File: src/rtl/uart_dma_pkg.sv
package uart_dma_pkg;

    typedef enum logic {
        MODE_CHAR  = 1'b0,
        MODE_BLOCK = 1'b1
    } xfer_mode_t;

    typedef struct packed {
        logic tx_rdy_n;
        logic rx_rdy_n;
        logic irq;
        logic thr_room;
        logic tx_idle;
    } ready_flags_t;

    // Threshold in characters for a 2-bit code, scaled from the FIFO depth.
    function automatic int unsigned trig_bytes(input logic [1:0] code,
                                               input int unsigned depth);
        case (code)
            2'd0:    trig_bytes = 1;
            2'd1:    trig_bytes = depth / 4;
            2'd2:    trig_bytes = depth / 2;
            default: trig_bytes = depth - 2;
        endcase
    endfunction

endpackage

File: src/rtl/dma_mode_decode.sv
module dma_mode_decode
    import uart_dma_pkg::*;
#(
    parameter int unsigned DEPTH = 16,
    parameter int unsigned CNT_W = $clog2(DEPTH + 1)
) (
    input  logic             fifo_en,
    input  logic             dma_sel,
    input  logic [1:0]       trig_code,
    output xfer_mode_t       mode,
    output logic [CNT_W-1:0] eff_depth,
    output logic [CNT_W-1:0] trig_cnt
);

    always_comb begin
        mode      = (fifo_en && dma_sel) ? MODE_BLOCK : MODE_CHAR;
        eff_depth = fifo_en ? CNT_W'(DEPTH) : CNT_W'(1);
        trig_cnt  = CNT_W'(trig_bytes(trig_code, DEPTH));
    end

endmodule

File: src/rtl/dma_tx_ready.sv
module dma_tx_ready
    import uart_dma_pkg::*;
#(
    parameter int unsigned CNT_W = 5
) (
    input  logic             clk,
    input  logic             rst,
    input  xfer_mode_t       mode,
    input  logic [CNT_W-1:0] eff_depth,
    input  logic [CNT_W-1:0] tx_count,
    input  logic             tx_shift_empty,
    output logic             tx_rdy_n,
    output logic             thr_room,
    output logic             tx_idle
);

    logic has_room;
    logic fifo_empty;

    always_comb begin
        has_room   = tx_count < eff_depth;
        fifo_empty = (tx_count == '0);
    end

    always_ff @(posedge clk) begin
        if (rst) begin
            tx_rdy_n <= 1'b1;
            thr_room <= 1'b1;
            tx_idle  <= 1'b1;
        end else begin
            tx_rdy_n <= (mode == MODE_BLOCK) ? !has_room : !fifo_empty;
            thr_room <= has_room;
            tx_idle  <= fifo_empty && tx_shift_empty;
        end
    end

    assert_block_tx_ready_R3: assert property (@(posedge clk) disable iff (rst)
        (mode == MODE_BLOCK && tx_count < eff_depth) |=> !tx_rdy_n);

    assert_char_tx_busy_R5: assert property (@(posedge clk) disable iff (rst)
        (mode == MODE_CHAR && tx_count != '0) |=> tx_rdy_n);

    assert_idle_has_room_R9: assert property (@(posedge clk) disable iff (rst)
        tx_idle |-> thr_room);

endmodule

File: src/rtl/dma_rx_ready.sv
module dma_rx_ready
    import uart_dma_pkg::*;
#(
    parameter int unsigned CNT_W = 5
) (
    input  logic             clk,
    input  logic             rst,
    input  xfer_mode_t       mode,
    input  logic [CNT_W-1:0] trig_cnt,
    input  logic [CNT_W-1:0] rx_count,
    output logic             rx_rdy_n
);

    logic above_trig;
    logic not_empty;

    always_comb begin
        above_trig = rx_count > trig_cnt;
        not_empty  = (rx_count != '0);
    end

    always_ff @(posedge clk) begin
        if (rst) begin
            rx_rdy_n <= 1'b1;
        end else begin
            rx_rdy_n <= (mode == MODE_BLOCK) ? !above_trig : !not_empty;
        end
    end

    assert_block_rx_ready_R4: assert property (@(posedge clk) disable iff (rst)
        (mode == MODE_BLOCK && rx_count > trig_cnt) |=> !rx_rdy_n);

    assert_empty_rx_inactive_R6: assert property (@(posedge clk) disable iff (rst)
        (rx_count == '0) |=> rx_rdy_n);

endmodule

File: src/rtl/dma_irq_gen.sv
module dma_irq_gen
    import uart_dma_pkg::*;
(
    input  logic       clk,
    input  logic       rst,
    input  xfer_mode_t mode,
    input  logic       tx_pop,
    input  logic       rx_push,
    output logic       irq
);

    always_ff @(posedge clk) begin
        if (rst) begin
            irq <= 1'b0;
        end else begin
            irq <= (mode == MODE_CHAR) && (tx_pop || rx_push);
        end
    end

    assert_block_irq_quiet_R7: assert property (@(posedge clk) disable iff (rst)
        (mode == MODE_BLOCK) |=> !irq);

    assert_no_idle_irq_R7: assert property (@(posedge clk) disable iff (rst)
        (!tx_pop && !rx_push) |=> !irq);

endmodule

File: src/rtl/uart_dma_ready.sv
module uart_dma_ready
    import uart_dma_pkg::*;
#(
    parameter int unsigned DEPTH = 16,
    localparam int unsigned CNT_W = $clog2(DEPTH + 1)
) (
    input  logic             clk,
    input  logic             rst,
    input  logic             fifo_en,
    input  logic             dma_sel,
    input  logic [1:0]       rx_trig,
    input  logic [CNT_W-1:0] tx_count,
    input  logic [CNT_W-1:0] rx_count,
    input  logic             tx_shift_empty,
    input  logic             tx_pop,
    input  logic             rx_push,
    output logic             tx_rdy_n,
    output logic             rx_rdy_n,
    output logic             irq,
    output logic             thr_room,
    output logic             tx_idle
);

    xfer_mode_t       mode;
    logic [CNT_W-1:0] eff_depth;
    logic [CNT_W-1:0] trig_cnt;
    ready_flags_t     flags;

    dma_mode_decode #(.DEPTH(DEPTH), .CNT_W(CNT_W)) u_decode (
        .fifo_en   (fifo_en),
        .dma_sel   (dma_sel),
        .trig_code (rx_trig),
        .mode      (mode),
        .eff_depth (eff_depth),
        .trig_cnt  (trig_cnt)
    );

    dma_tx_ready #(.CNT_W(CNT_W)) u_tx (
        .clk            (clk),
        .rst            (rst),
        .mode           (mode),
        .eff_depth      (eff_depth),
        .tx_count       (tx_count),
        .tx_shift_empty (tx_shift_empty),
        .tx_rdy_n       (flags.tx_rdy_n),
        .thr_room       (flags.thr_room),
        .tx_idle        (flags.tx_idle)
    );

    dma_rx_ready #(.CNT_W(CNT_W)) u_rx (
        .clk      (clk),
        .rst      (rst),
        .mode     (mode),
        .trig_cnt (trig_cnt),
        .rx_count (rx_count),
        .rx_rdy_n (flags.rx_rdy_n)
    );

    dma_irq_gen u_irq (
        .clk     (clk),
        .rst     (rst),
        .mode    (mode),
        .tx_pop  (tx_pop),
        .rx_push (rx_push),
        .irq     (flags.irq)
    );

    always_comb begin
        tx_rdy_n = flags.tx_rdy_n;
        rx_rdy_n = flags.rx_rdy_n;
        irq      = flags.irq;
        thr_room = flags.thr_room;
        tx_idle  = flags.tx_idle;
    end

    // Disabled FIFOs must force character mode whatever dma_sel says.
    assert_off_forces_char_R2: assert property (@(posedge clk) disable iff (rst)
        !fifo_en |-> (mode == MODE_CHAR));

    // The counts must stay within the effective depth.
    assert_count_range_R8: assert property (@(posedge clk) disable iff (rst)
        (tx_count <= eff_depth) && (rx_count <= eff_depth));

endmodule

File: config.mk
export PLATFORM = sky130hd
export DESIGN_NAME = uart_dma_ready
export DESIGN_NICKNAME = d
export VERILOG_FILES = /design/src/rtl/uart_dma_pkg.sv /design/src/rtl/dma_mode_decode.sv /design/src/rtl/dma_tx_ready.sv /design/src/rtl/dma_rx_ready.sv /design/src/rtl/dma_irq_gen.sv /design/src/rtl/uart_dma_ready.sv
export SDC_FILE = /design/constraint.sdc
export NUM_CORES = 1
export LEC_CHECK = 0
export BUFFER_PORTS_ARGS = -buffer_cell sky130_fd_sc_hd__buf_2
export CAP_MARGIN = 20
export CORE_AREA = 2 2 39 41
export CTS_BUF_LIST = sky130_fd_sc_hd__clkbuf_4 sky130_fd_sc_hd__clkbuf_8 sky130_fd_sc_hd__clkbuf_16
export DETAILED_ROUTE_END_ITERATION = 7
export DIE_AREA = 0 0 41 43
export HOLD_SLACK_MARGIN = 0.02
export PLACE_DENSITY_LB_ADDON = 0.3
export SYNTH_ARGS = -nofsm -noshare
export SYNTH_HDL_FRONTEND = slang
export SYNTH_HIERARCHICAL = 1
export SYNTH_SLANG_ARGS = --single-unit
File: constraint.sdc
create_clock -name clk -period 2.2 [get_ports clk]
set_input_delay 0.44 -clock clk [delete_from_list [all_inputs] [get_ports clk]]
set_output_delay 0.44 -clock clk [all_outputs]
set_load 0.05 [all_outputs]
## Word level (Yosys, flattened, before mapping)

Index checks and enable logic that the tools add are counted.
Widths: inputs -> output; s select.

| word-level totals | value |
|---|---|
| register bits | 5 |
| input port bits | 19 |
| output and inout bits | 5 |
| word-level logic and storage cells | 26 |

| cells by class | value |
|---|---|
| magnitude comparators | 2 |
| equal/unequal tests | 2 |
| multiplexer cells | 5 |
| bitwise gates (word level) | 1 |
| reduce and logical (&&, ||, !) cells | 11 |

Operators by type and width:

| operator | count |
|---|---|
| $pmux 4 s3 | 1 |
| $gt 5x4->1 | 1 |
| $logic_not 5->1 | 1 |
| $lt 5x5->1 | 1 |
| $mux 5 | 1 |
| $reduce_bool 5->1 | 1 |
| $logic_not 1->1 | 4 |
| $logic_and 1x1->1 | 3 |
| $mux 1 | 3 |
| $eq 2x1->1 const B | 1 |
| $eq 2x2->1 const B | 1 |
| $logic_not 2->1 | 1 |
| $logic_or 1x1->1 | 1 |
| $not 1->1 | 1 |

## Logic depth before layout (Yosys ltp)

| depth | value |
|---|---|
| word-level depth | 5 |
| depth in mapped cells | 7 |
| depth with buffers taken out | 6 |

## Hierarchy

Netlist, hierarchy kept.

Modules (own cells, without submodules):

| module | times used | cells each | area an instance (µm²) | seq. area each (µm²) |
|---|---|---|---|---|
| dma_tx_ready | 1 | 24 | 206.4 | 60.1 |
| dma_rx_ready | 1 | 22 | 167.7 | 20.0 |
| dma_mode_decode | 1 | 12 | 68.8 | 0.0 |
| dma_irq_gen | 1 | 3 | 33.8 | 20.0 |

## Worst setup path before layout

No wires, ideal clock.

| path | value |
|---|---|
| kind | input to register |
| start point | input port rx_trig[0] |
| end point | register u_rx.rx_rdy_n |
| library setup time | 0.120 ns |
| arrival | 1.396 ns |
| data required time | 2.080 ns |
| path slack | 0.684 ns |
| stages on the path | 6 |
| path buffers | 0 |
| cells stage by stage | and2_1 inv_1 ha_1 nand4_1 o22a_1 a211o_1 |

| on the way | value |
|---|---|
| longest elaborated chain between the ends | 5 |
| elaborated cells between the ends (all ways) | 7 |
| those cells by class | order compare (1); eq/ne (2); mux (2); reduce/logical (2) |

RTL lines:

| item | line | text |
|---|---|---|
| from (decl) | uart_dma_ready.sv:11 | `input logic [1:0] rx_trig,` |
| $eq 2x2->1 (tied with other cells) | uart_dma_pkg.sv:19 | `case (code)` |
| $pmux 4 s3 * | uart_dma_pkg.sv:19 |  |
| $gt 5x4->1 * | dma_rx_ready.sv:18 | `above_trig = rx_count > trig_cnt;` |
| $logic_not 1->1 * | dma_rx_ready.sv:26 | `rx_rdy_n <= (mode == MODE_BLOCK) ? !above_trig : !not_empty;` |
| $mux 1 * | dma_rx_ready.sv:26 |  |
| to (signal assigned) | dma_rx_ready.sv:26 |  |
| to (decl) | dma_rx_ready.sv:11 | `output logic rx_rdy_n` |

Every way passes the cells marked *; elsewhere a longest branch is shown, timed or not.
A chain may end at the register's enable or synchronous reset.

## Worst setup path in the final report

| path | value |
|---|---|
| start point | input port rx_trig[0] |
| end point | register u_rx.rx_rdy_n |

| on the way | value |
|---|---|
| longest elaborated chain between the ends | 5 |
| elaborated cells between the ends (all ways) | 7 |
| those cells by class | order compare (1); eq/ne (2); mux (2); reduce/logical (2) |

RTL lines:

| item | line | text |
|---|---|---|
| $eq 2x2->1 (tied with other cells) | uart_dma_pkg.sv:19 |  |
| $pmux 4 s3 * | uart_dma_pkg.sv:19 |  |
| named net trig_cnt[1] | uart_dma_ready.sv:26 | `logic [CNT_W-1:0] trig_cnt;` |
| $gt 5x4->1 * | dma_rx_ready.sv:18 |  |
| $logic_not 1->1 * | dma_rx_ready.sv:26 |  |
| $mux 1 * | dma_rx_ready.sv:26 |  |

Mark *: on every way through the listed nets, which the timed path passes. The rest lies on a longest branch.

==> results.json <==
{
  "final_cell_count_no_fill": 100,
  "cts-root-buf": "clkbuf_4",
  "final_area_sq_um": 608,
  "power.density_mw_per_mm2": 515,
  "power.total_uw": 313,
  "dieHeight_um": 43,
  "dieArea_sq_mm": 0.00176,
  "combPwrFrac": 0.310,
  "run_status": "finished clean",
  "clkSinkCount": 5,
  "boundaryPins": 24,
  "critPathLaunch": "rx_trig[0]",
  "drive_above_1_share": 0.357,
  "die_w_um": 41,
  "n_antenna_cell": 0,
  "drc": 0,
  "setup_tns_ns": 0,
  "worstSetupEndpoint": "u_rx/rx_rdy_n",
  "period_needed_ns": 1.44,
  "postRouteAntennaNets": 0,
  "ir_drop_uv": 114,
  "antenna_found_initial": 0,
  "yosysWarnings": 6,
  "required_ns": 2.32,
  "core_area_sq_mm": 0.00138,
  "cts_resized": 0,
  "min_period_over_period": 0.654,
  "cellLeakagePower_uw": 0.000323,
  "vias_per_cell": 4.41,
  "clockPowerShare": 0.375,
  "path_max_fanout": 3,
  "maxCapViolCount": 0,
  "synth-seq-area-share": 0.210,
  "path_clk_slew_ns": 0.04,
  "port_buffers": 23,
  "p_switching_uw": 96.3,
  "initial_core_util": 0.344,
  "syn2layout_area_growth_pct": 27.6,
  "p_int_uw": 217,
  "crit_arrival_ns": 1.56,
  "yosysUniqueCellTypes": 24,
  "vias": 441,
  "cts_made_buffers": 3,
  "fp-row-count": 14,
  "switching_share": 0.308,
  "cts_hold_buf": 0,
  "crit_path_start_kind": "input port",
  "path_cells": "buf_2 -> and2_1 -> inv_1 -> ha_1 -> nand4_1 -> o22a_1 -> a211o_1",
  "grt_pass1_vias": 340,
  "slowest_delay_ns": 0.28,
  "post_cts_buffers": 0,
  "drt-total-wl_um": 870,
  "setup_viol": 0,
  "grt_start_max_net_pins": 7,
  "netlist_area_sq_um": 477,
  "cts_tree": "done",
  "wl_per_cell_um": 8.70,
  "critPathKind": "input port to flip-flop",
  "first_iter_violations": 5,
  "syn_avg_cell_area_sq_um": 7.81,
  "grt.overflow.total": 0,
  "rsz0062_at_grt": "false",
  "pwr-share-seq": 0.315,
  "hold_viol": 0,
  "slew_violations": 0,
  "hold_class": "input port to flip-flop",
  "firstDrtPassIters": 2,
  "placed_area_sq_um": 578,
  "synth-seq-cells": 5,
  "place_inst": 96,
  "fmax_mhz": 695,
  "grt_pass1_wl_mm": 1.29,
  "place_hpwl_um": 764,
  "synth_cells": 61,
  "cp_slowest_cell": "a211o_1",
  "htreeDepth": 1,
  "track_usage": 0.109,
  "end_kind": "flip-flop",
  "place_congestion": 0.819,
  "cts_buffer_depth": 2,
  "nets": 113
}
## worst max-delay path, delay by kind of cell
family          cells  cell delay [ns]
buf+inv             2             0.14
compound gates      2             0.50
fa+ha+maj           1             0.26
simple gates        2             0.23
## registers in the layout, indices dropped and copies added (netlist names)
name,flops
u_irq/irq,1
u_tx/tx_idle,1
u_tx/thr_room,1
u_rx/rx_rdy_n,1
u_tx/tx_rdy_n,1
## layout by cell type (no fill, tap or decap), types with 2 or more instances in the layout
cell / count
a21oi_1: 3
clkbuf_4: 4
a21o_1: 2
nand2_1: 3
buf_2: 23
and2_1: 2
conb_1: 4
dfxtp_1: 5
ha_1: 9
nor2b_1: 2
nor2_1: 4
inv_1: 11
## how the worst min path moves through the flow
| stage | start | end | slack, ns | cells after the start |
|---|---|---|---|---|
| after floorplan | rst | u_irq/irq | 0.51 | 1 |
| after global placement | tx_shift_empty | u_tx/tx_idle | 0.64 | 2 |
| after detailed placement | tx_shift_empty | u_tx/tx_idle | 0.64 | 2 |
| after CTS | tx_shift_empty | u_tx/tx_idle | 0.39 | 2 |
| after global routing | tx_shift_empty | u_tx/tx_idle | 0.39 | 2 |
| final | tx_shift_empty | u_tx/tx_idle | 0.40 | 2 |
## synthesized netlist by cell type, drive strengths merged
master	count	share of area
inv	11	0.087
ha	9	0.24
buf	5	0.079
dfxtp	5	0.21
nor2	5	0.045
a21oi	3	0.031
nand2	3	0.024
a21o	2	0.031
and2	2	0.026
clkbuf	2	0.016
nor2b	2	0.026
a211o	1	0.018
a211oi	1	0.016
a32oi	1	0.018
conb	1	0.0079
nand3	1	0.010
nand4	1	0.013
nor3	1	0.021
nor4	1	0.013
o21ai	1	0.010
o22a	1	0.018
o2bb2ai	1	0.018
or4	1	0.024
## layer usage
layer | vias to the layer above | global-route usage | part of all wire
met5 | - | 0 | 0
met4 | 0 | 0.0800 | 0
met3 | 0 | 0.0366 | 0.069
met2 | 13 | 0.153 | 0.46
met1 | 188 | 0.131 | 0.47
li1 | 240 | - | -
## per-stage QoR
| step | hold WS [ns] | utilization | setup WS, ns |
|---|---|---|---|
| global route | 0.390 | 0.439 | 0.725 |
| floorplan | 0.510 | - | 0.684 |
| finish | 0.399 | 0.439 | 0.761 |
| CTS | 0.392 | 0.439 | 0.769 |
| detailed placement | 0.641 | 0.418 | 0.513 |
| global placement | 0.635 | 0.418 | 0.550 |
## layout make-up
| cell class | instances | area, sq um |
|---|---|---|
| Clock buffer | 4 | 30.0 |
| Sequential cell | 5 | 100 |
| Timing Repair Buffer | 23 | 115 |
| Fill cell | 151 | 776 |
| Inverter | 11 | 41.3 |
| Tap cell | 16 | 20.0 |
| Multi-Input combinational cell | 41 | 302 |
## kinds of logic (layout without fill, tap and decap cells)
| logic type | after synthesis | in the layout | share of synthesized area |
|---|---|---|---|
| compound gates | 11 | 11 | 0.163 |
| fa+ha+maj | 9 | 9 | 0.236 |
| buf+inv | 18 | 38 | 0.181 |
| flops | 5 | 5 | 0.210 |
| other cells | 1 | 4 | 0.00787 |
| simple gates | 17 | 17 | 0.202 |
## power groups by stage
stage                     Clock (uW)  Sequential (uW)  Combinational [uW]
after floorplan                    0              123                47.4
after global placement             0              100                96.2
after detailed placement           0              100                97.3
after CTS                        120             98.7                98.0
after global routing             127             99.0                 109
final                            117             98.6                97.1
Note: power is estimated with default switching activity, not from simulation.
